`src/rtl/bwmem_pkg.sv`:
```
`timescale 1ns/1ps
package bwmem_pkg;
  localparam int TIME_W = 16;

  typedef enum logic [1:0] {
    CMD_NONE  = 2'b00,
    CMD_READ  = 2'b01,
    CMD_WRITE = 2'b10,
    CMD_RSVD  = 2'b11
  } memCmdT;

  typedef struct packed {
    logic doAccess;
    logic doWrite;
    logic doPush;
    logic doPop;
  } memStrobeT;

  // true when "now" has reached "due", wrap-safe over half the counter range
  function automatic logic timeReached(input logic [TIME_W-1:0] due,
                                       input logic [TIME_W-1:0] now);
    logic [TIME_W-1:0] diff;
    diff = now - due;
    return ~diff[TIME_W-1];
  endfunction
endpackage

```
`src/rtl/bwmem_ctrl.sv`:
```
`timescale 1ns/1ps
module bwmem_ctrl
  import bwmem_pkg::*;
#(
  parameter int SIZE_W    = 4,
  parameter int BYTE_COST = 2
) (
  input  logic              clk,
  input  logic              rstN,
  input  logic              reqValid,
  input  logic [1:0]        reqCmd,
  input  logic [SIZE_W-1:0] reqSize,
  input  logic              reqNeedResp,
  input  logic              qFull,
  input  logic              headDue,
  input  logic              rspReady,
  input  logic              rspRetry,
  output logic              reqReady,
  output logic              retryReq,
  output logic              cmdError,
  output logic              rspValid,
  output logic              busy,
  output memStrobeT         strobe
);
  localparam int MAX_BUSY = ((1 << SIZE_W) - 1) * BYTE_COST;
  localparam int BUSY_W   = $clog2(MAX_BUSY + 2);

  logic [BUSY_W-1:0] busyCnt;
  logic [BUSY_W-1:0] busyLoad;
  logic retryOwed;
  logic waitRetry;
  logic cmdLegal;
  logic accept;
  logic busyEnd;
  logic refuseBusy;
  logic owedPre;

  assign cmdLegal   = (reqCmd == CMD_READ) || (reqCmd == CMD_WRITE);
  assign busy       = (busyCnt != '0);
  assign reqReady   = !busy && !retryOwed && !qFull;
  assign accept     = reqValid && reqReady;
  assign busyLoad   = BUSY_W'(reqSize) * BUSY_W'(BYTE_COST);
  assign busyEnd    = (busyCnt == BUSY_W'(1));
  assign refuseBusy = reqValid && busy && !retryOwed;
  assign owedPre    = retryOwed || refuseBusy;
  assign rspValid   = headDue && !waitRetry;

  always_comb begin
    strobe          = '0;
    strobe.doAccess = accept && cmdLegal;
    strobe.doWrite  = accept && (reqCmd == CMD_WRITE);
    strobe.doPush   = accept && cmdLegal && reqNeedResp;
    strobe.doPop    = rspValid && rspReady;
  end

  always_ff @(posedge clk or negedge rstN) begin
    if (!rstN) begin
      busyCnt   <= '0;
      retryOwed <= 1'b0;
      retryReq  <= 1'b0;
      cmdError  <= 1'b0;
      waitRetry <= 1'b0;
    end else begin
      if (strobe.doAccess && (busyLoad != '0)) begin
        busyCnt <= busyLoad;
      end else if (busy) begin
        busyCnt <= busyCnt - BUSY_W'(1);
      end

      if (busyEnd) begin
        retryOwed <= 1'b0;
        retryReq  <= owedPre;
      end else begin
        retryOwed <= owedPre;
        retryReq  <= 1'b0;
      end

      cmdError <= accept && !cmdLegal;

      if (rspValid && !rspReady) begin
        waitRetry <= 1'b1;
      end else if (rspRetry) begin
        waitRetry <= 1'b0;
      end
    end
  end
endmodule

```
`src/rtl/bwmem_datapath.sv`:
```
`timescale 1ns/1ps
module bwmem_datapath
  import bwmem_pkg::*;
#(
  parameter int          ADDR_W    = 4,
  parameter int          DATA_W    = 32,
  parameter int          DELAY_W   = 8,
  parameter int          BASE_LAT  = 4,
  parameter int          LAT_VAR   = 5,
  parameter int          QDEPTH    = 8,
  parameter logic [15:0] LFSR_SEED = 16'hACE1
) (
  input  logic               clk,
  input  logic               rstN,
  input  memStrobeT          strobe,
  input  logic [ADDR_W-1:0]  reqAddr,
  input  logic [DATA_W-1:0]  reqWdata,
  input  logic [DELAY_W-1:0] reqDelay,
  output logic               qFull,
  output logic               qEmpty,
  output logic               headDue,
  output logic [ADDR_W-1:0]  rspAddr,
  output logic [DATA_W-1:0]  rspData,
  output logic               rspIsWrite
);
  localparam int ENT_W = TIME_W + ADDR_W + DATA_W + 1;
  localparam int CNT_W = $clog2(QDEPTH + 1);
  localparam int WORDS = 1 << ADDR_W;

  logic [TIME_W-1:0] nowCnt;
  logic [15:0]       lfsr;
  logic [TIME_W-1:0] extraLat;
  logic [TIME_W-1:0] newRdy;
  logic [DATA_W-1:0] memArr [WORDS];
  logic [DATA_W-1:0] newData;
  logic [ENT_W-1:0]  newEnt;
  logic [ENT_W-1:0]  qEnt    [QDEPTH];
  logic [ENT_W-1:0]  insEnt  [QDEPTH+1];
  logic [ENT_W-1:0]  nextEnt [QDEPTH];
  logic [CNT_W-1:0]  qCount;
  logic [CNT_W-1:0]  insPos;

  function automatic logic [TIME_W-1:0] entRdy(input logic [ENT_W-1:0] e);
    return e[ENT_W-1 -: TIME_W];
  endfunction
  function automatic logic [ADDR_W-1:0] entAddr(input logic [ENT_W-1:0] e);
    return e[DATA_W+1 +: ADDR_W];
  endfunction

  generate
    if (LAT_VAR == 0) begin : g_fixed_lat
      assign extraLat = '0;
    end else begin : g_rand_lat
      assign extraLat = TIME_W'(lfsr % 16'(LAT_VAR + 1));
    end
  endgenerate

  assign newRdy  = nowCnt + TIME_W'(reqDelay) + TIME_W'(BASE_LAT) + extraLat;
  assign newData = strobe.doWrite ? reqWdata : memArr[reqAddr];
  assign newEnt  = {newRdy, reqAddr, newData, strobe.doWrite};

  assign qFull      = (qCount == CNT_W'(QDEPTH));
  assign qEmpty     = (qCount == '0);
  assign headDue    = !qEmpty && timeReached(entRdy(qEnt[0]), nowCnt);
  assign rspAddr    = entAddr(qEnt[0]);
  assign rspData    = qEnt[0][1 +: DATA_W];
  assign rspIsWrite = qEnt[0][0];

  // tail-to-head scan; the head slot is never passed
  always_comb begin
    insPos = qEmpty ? '0 : CNT_W'(1);
    for (int i = 1; i < QDEPTH; i++) begin
      if ((CNT_W'(i) < qCount) &&
          (timeReached(entRdy(qEnt[i]), newRdy) || (entAddr(qEnt[i]) == reqAddr))) begin
        insPos = CNT_W'(i + 1);
      end
    end
  end

  generate
    for (genvar j = 0; j <= QDEPTH; j++) begin : g_ins
      if (j == 0) begin : g_head
        assign insEnt[j] = (strobe.doPush && (insPos == '0)) ? newEnt : qEnt[0];
      end else if (j == QDEPTH) begin : g_spill
        assign insEnt[j] = !strobe.doPush ? '0 :
                           (insPos == CNT_W'(j)) ? newEnt : qEnt[j-1];
      end else begin : g_mid
        assign insEnt[j] = !strobe.doPush ? qEnt[j] :
                           (insPos == CNT_W'(j)) ? newEnt :
                           (insPos < CNT_W'(j)) ? qEnt[j-1] : qEnt[j];
      end
    end
    for (genvar k = 0; k < QDEPTH; k++) begin : g_next
      assign nextEnt[k] = strobe.doPop ? insEnt[k+1] : insEnt[k];
    end
  endgenerate

  always_ff @(posedge clk or negedge rstN) begin
    if (!rstN) begin
      nowCnt <= '0;
      lfsr   <= LFSR_SEED;
      qCount <= '0;
      for (int i = 0; i < QDEPTH; i++) qEnt[i] <= '0;
    end else begin
      nowCnt <= nowCnt + TIME_W'(1);
      lfsr   <= {lfsr[14:0], lfsr[15] ^ lfsr[13] ^ lfsr[12] ^ lfsr[10]};
      qCount <= qCount + CNT_W'(strobe.doPush) - CNT_W'(strobe.doPop);
      for (int i = 0; i < QDEPTH; i++) qEnt[i] <= nextEnt[i];
    end
  end

  always_ff @(posedge clk or negedge rstN) begin
    if (!rstN) begin
      for (int i = 0; i < WORDS; i++) memArr[i] <= '0;
    end else if (strobe.doWrite) begin
      memArr[reqAddr] <= reqWdata;
    end
  end
endmodule

```
`src/rtl/bwmem_responder.sv`:
```
`timescale 1ns/1ps
module bwmem_responder
  import bwmem_pkg::*;
#(
  parameter int ADDR_W    = 4,
  parameter int DATA_W    = 32,
  parameter int SIZE_W    = 4,
  parameter int DELAY_W   = 8,
  parameter int BYTE_COST = 2,
  parameter int BASE_LAT  = 4,
  parameter int LAT_VAR   = 5,
  parameter int QDEPTH    = 8
) (
  input  logic               clk,
  input  logic               rstN,
  input  logic               reqValid,
  output logic               reqReady,
  input  logic [1:0]         reqCmd,
  input  logic [ADDR_W-1:0]  reqAddr,
  input  logic [DATA_W-1:0]  reqWdata,
  input  logic [SIZE_W-1:0]  reqSize,
  input  logic               reqNeedResp,
  input  logic [DELAY_W-1:0] reqDelay,
  output logic               retryReq,
  output logic               cmdError,
  output logic               rspValid,
  input  logic               rspReady,
  output logic [ADDR_W-1:0]  rspAddr,
  output logic [DATA_W-1:0]  rspData,
  output logic               rspIsWrite,
  input  logic               rspRetry,
  output logic               drained
);
  memStrobeT strobe;
  logic qFull;
  logic qEmpty;
  logic headDue;
  logic busy;

  bwmem_ctrl #(
    .SIZE_W    (SIZE_W),
    .BYTE_COST (BYTE_COST)
  ) ctrl_i (
    .clk         (clk),
    .rstN        (rstN),
    .reqValid    (reqValid),
    .reqCmd      (reqCmd),
    .reqSize     (reqSize),
    .reqNeedResp (reqNeedResp),
    .qFull       (qFull),
    .headDue     (headDue),
    .rspReady    (rspReady),
    .rspRetry    (rspRetry),
    .reqReady    (reqReady),
    .retryReq    (retryReq),
    .cmdError    (cmdError),
    .rspValid    (rspValid),
    .busy        (busy),
    .strobe      (strobe)
  );

  bwmem_datapath #(
    .ADDR_W   (ADDR_W),
    .DATA_W   (DATA_W),
    .DELAY_W  (DELAY_W),
    .BASE_LAT (BASE_LAT),
    .LAT_VAR  (LAT_VAR),
    .QDEPTH   (QDEPTH)
  ) dpath_i (
    .clk        (clk),
    .rstN       (rstN),
    .strobe     (strobe),
    .reqAddr    (reqAddr),
    .reqWdata   (reqWdata),
    .reqDelay   (reqDelay),
    .qFull      (qFull),
    .qEmpty     (qEmpty),
    .headDue    (headDue),
    .rspAddr    (rspAddr),
    .rspData    (rspData),
    .rspIsWrite (rspIsWrite)
  );

  assign drained = qEmpty;
endmodule

```
`config.mk`:
```
export PLATFORM = sky130hd
export DESIGN_NAME = bwmem_responder
export DESIGN_NICKNAME = d
export VERILOG_FILES = /design/src/rtl/bwmem_pkg.sv /design/src/rtl/bwmem_ctrl.sv /design/src/rtl/bwmem_datapath.sv /design/src/rtl/bwmem_responder.sv
export SDC_FILE = /design/constraint.sdc
export NUM_CORES = 2
export LEC_CHECK = 0
export BUFFER_PORTS_ARGS = -buffer_cell sky130_fd_sc_hd__buf_2
export CORE_UTILIZATION = 30
export DETAILED_ROUTE_END_ITERATION = 6
export PLACE_DENSITY_LB_ADDON = 0.12
export SETUP_SLACK_MARGIN = 0.1
export SLEW_MARGIN = 0
export SYNTH_ARGS = -nofsm -noshare
export SYNTH_HDL_FRONTEND = slang
export SYNTH_SLANG_ARGS = --single-unit
```
`constraint.sdc`:
```
create_clock -name clk -period 10.8 [get_ports clk]
set_input_delay 2.16 -clock clk [delete_from_list [all_inputs] [get_ports clk]]
set_output_delay 2.16 -clock clk [all_outputs]
set_load 0.02 [all_outputs]
```
==> load_flow_metrics.sql <==
INSERT INTO impl_metrics (metric_group, metric, value, unit) VALUES
('critical_path', 'cp.buffers_inverters', '6', ''),
('route', 'vias_per_cell', '5.22', ''),
('synth', 'synthArstFlopShare', '100', '%'),
('timing', 'slew_at_the_pin_closest_to_its_max_slew_limit', '1.12', 'ns'),
('critical_path', 'crit_fanout', '29', ''),
('clocking', 'cts_buffers', '120', ''),
('placed_design', 'numPortBuffers', '97', ''),
('cells_and_area', 'layout.nets', '5185', ''),
('clocking', 'cts_hold_repair.buffers', '0', ''),
('floorplan', 'chipHeight', '427', 'um'),
('timing', 'layout_min_cycle_time', '10.21', 'ns'),
('synth', 'yosys.area.top_type', 'dfrtp_1', ''),
('clocking', 'cts_max_path_buffers', '3', ''),
('synth', 'synth.yosys.warnings', '0', ''),
('power', 'internal-power', '9.13', 'mW'),
('synth', 'synth_xor_xnor_area_share', '1.53', '%'),
('global_route', 'groute.usage.overall', '19.0', '%'),
('synth', 'syn_inst', '4985', ''),
('power', 'post-layout-total-power', '14.6', 'mW'),
('power', 'seq_power_share', '33.6', '%'),
('timing', 'tns', '0', 'ns'),
('synth', 'cell_with_the_most_instances_after_synthesis', 'dfrtp_1', ''),
('power', 'power.combinational.fraction', '37.8', '%'),
('placed_design', 'gp_congestion', '0.781', ''),
('clocking', 'tritoncts_num_sinks', '981', ''),
('power', 'vdd_drop_max', '0.258', 'mV'),
('placed_design', 'place_hpwl', '107000', 'um'),
('synth', 'main_combinational_cell_family_by_area_after_synthesis', 'multiplexers', ''),
('cells_and_area', 'finalCoreUtilization', '34.8', '%'),
('clocking', 'tritoncts', 'built', ''),
('critical_path', 'critical_path.slowest_cell', 'or4b_4', ''),
('global_route', 'via_count_of_the_first_global_routing_pass', '39400', ''),
('synth', 'synthFlopType', 'dfrtp_1', ''),
('critical_path', 'criticalPathCategory', 'reg -> reg', ''),
('timing', 'fmax', '97.9', 'MHz'),
('timing', 'final_setup_slack_of_the_worst_path', '0.587', 'ns'),
('critical_path', 'worstPathRequired', '11.44', 'ns'),
('floorplan', 'core-area', '179000', 'um^2'),
('timing', 'report.final.slew_viol_count', '0', ''),
('power', 'cellPowerDensity', '234', 'nW/um^2'),
('global_route', 'pin_count_of_the_biggest_net_entering_global_routing', '170', ''),
('global_route', 'gr-usage-met3', '2.75', '%'),
('min_path', 'worst_hold_path_type', 'reg -> reg', ''),
('synth', 'yosys_register_bits', '981', ''),
('clocking', 'clock_latency_late_sink', '0.79', 'ns'),
('critical_path', 'critical-path-top-delay-family', 'compound AO/OA/AOI/OAI gates', ''),
('floorplan', 'fp.dieW', '427', 'um'),
('global_route', 'grt_first_pass_wirelength', '264000', 'um'),
('global_route', 'busiest_layer', 'met2', ''),
('clocking', 'cts_root_buffer', 'clkbuf_16', ''),
('synth', 'post_synth_fa_ha_maj_area_fraction', '4.01', '%'),
('critical_path', 'critical_path_arrival', '10.85', 'ns'),
('synth', 'synth_sequential_area_ratio', '45.3', '%'),
('flow_run', 'drv_cap', '0', ''),
('synth', 'synthDominantCellAreaShare', '44.9', '%'),
('global_route', 'grtUsageMet1', '27.6', '%'),
('clocking', 'h-tree-depth', '3', ''),
('synth', 'synthSimpleGateAreaFrac', '8.05', '%'),
('synth', 'synthDistinctLibCells', '98', ''),
('power', 'leakage', '29.2', 'nW'),
('timing', 'report.final.hold_viol_count', '0', ''),
('critical_path', 'critical_path.startpoint_type', 'flop', ''),
('timing', 'clock_skew', '0.0684', 'ns'),
('synth', 'cell_types_with_the_largest_area_share_after_synthesis', 'dfrtp_1 (45%), mux2_2 (12%), mux4_2 (6.6%)', ''),
('floorplan', 'fp.dieArea', '183000', 'um^2'),
('synth', 'synth_edf_count', '0', ''),
('run_status', 'run_status', 'finished clean', ''),
('critical_path', 'capturing_element_type_of_the_critical_path', 'flop', ''),
('global_route', 'gr-total-overflow', '0', ''),
('cells_and_area', 'flow.area_growth_from_synthesis', '14.9', '%'),
('critical_path', 'crit_path_max_incr_delay', '0.53', 'ns');
[layout make-up]
class,count,area [um^2]
Timing Repair Buffer,302,2630
Fill cell,17900,117000
Antenna cell,4,10.0
Clock inverter,37,546
Sequential cell,981,24600
Multi-Input combinational cell,3395,27400
Clock buffer,184,3570
Inverter,161,612
Tap cell,2355,2950
[metal layers]
metal	up-vias	routed length [um]	part of all wire [%]
li1	18000	-	-
met1	19800	84100	49
met2	713	77400	45
met3	204	6560	3.8
met4	6	3390	2.0
met5	-	40	0.023
[power by group through the flow]
stage               logic, mW  registers (mW)  clock network, mW
CTS                      5.54            4.90               4.34
global placement         5.48            4.95                  0
floorplan                3.88            4.78                  0
finish                   5.52            4.91               4.19
global route             6.10            5.00               4.48
detailed placement       5.51            4.96                  0
[cells in the final DEF, fill, tap and decap left out, drive strengths merged, types with 15 or more instances in the layout]
cell and instances:
a211o 22, a211oi 33, a21o 71, a21oi 258
a221o 15, a22oi 76, a2bb2oi 21, a31oi 15
and3 29, buf 302, clkbuf 184, clkinv 27
dfrtp 973, ha 158, inv 162, mux2 571
mux2i 230, mux4 160, nand2 481, nand2b 39
nand3 32, nand4 19, nor2 288, nor3 47
o21a 34, o21ai 336, o221ai 31, o22a 24
o22ai 162, or3 23, xnor2 57, xor2 22
[state kept, by name (all words and copies together), names as in the netlist]
register and count:
dpath_i.rspData 32, ctrl_i.busyCnt 5, dpath_i.rspAddr 4, ctrl_i.retryOwed 1, ctrl_i.cmdError 1, ctrl_i.waitRetry 1
ctrl_i.retryReq 1, dpath_i.qEnt 387, dpath_i.rspIsWrite 1, dpath_i.nowCnt 16, dpath_i.memArr 512, dpath_i.qCount 4
dpath_i.lfsr 16
[final timing paths]
| kind | start | end | slack [ns] | cells after the start |
|---|---|---|---|---|
| max | dpath_i.lfsr[13] | dpath_i.qEnt[289] | 0.59 | 47 |
| min | dpath_i.lfsr[7] | dpath_i.lfsr[8] | 0.41 | 0 |
| max reg2reg | dpath_i.lfsr[13] | dpath_i.qEnt[289] | 0.59 | 47 |
| min reg2reg | dpath_i.lfsr[7] | dpath_i.lfsr[8] | 0.41 | 0 |
| max in group asynchronous | rstN | dpath_i.qEnt[340] | 7.31 | 3 |
| min in group asynchronous | rstN | ctrl_i.busyCnt[0] | 1.42 | 1 |
[metrics by stage]
| stage | instance area, um^2 | instances |
|---|---|---|
| after floorplan | 54300 | 4990 |
| after global placement | 58000 | 7183 |
| after detailed placement | 58000 | 7183 |
| after CTS | 62100 | 7404 |
| after global routing | 62300 | 7415 |
| final | 62300 | 7419 |
[worst reg2reg max path, delay by kind of cell (launching register included)]
| family | cells | cell delay (ns) |
|---|---|---|
| compound gates | 22 | 4.16 |
| xor+xnor | 3 | 0.60 |
| fa+ha+maj | 5 | 1.48 |
| buf+inv | 6 | 0.93 |
| flops | 1 | 0.40 |
| mux | 1 | 0.16 |
| simple gates | 10 | 2.35 |
[repair_timing]
action	4_1_cts	5_1_grt
setup endpoints to repair	0	424
gates resized for setup	0	33
buffers inserted	0	11
[logic make-up after synthesis]
logic type      Yosys count
xor+xnor                 85
mux                     961
fa+ha+maj               168
simple gates           1004
flops                   981
buf+inv                 614
other cells               1
compound gates         1171
Note: power is estimated with default switching activity, not from simulation.
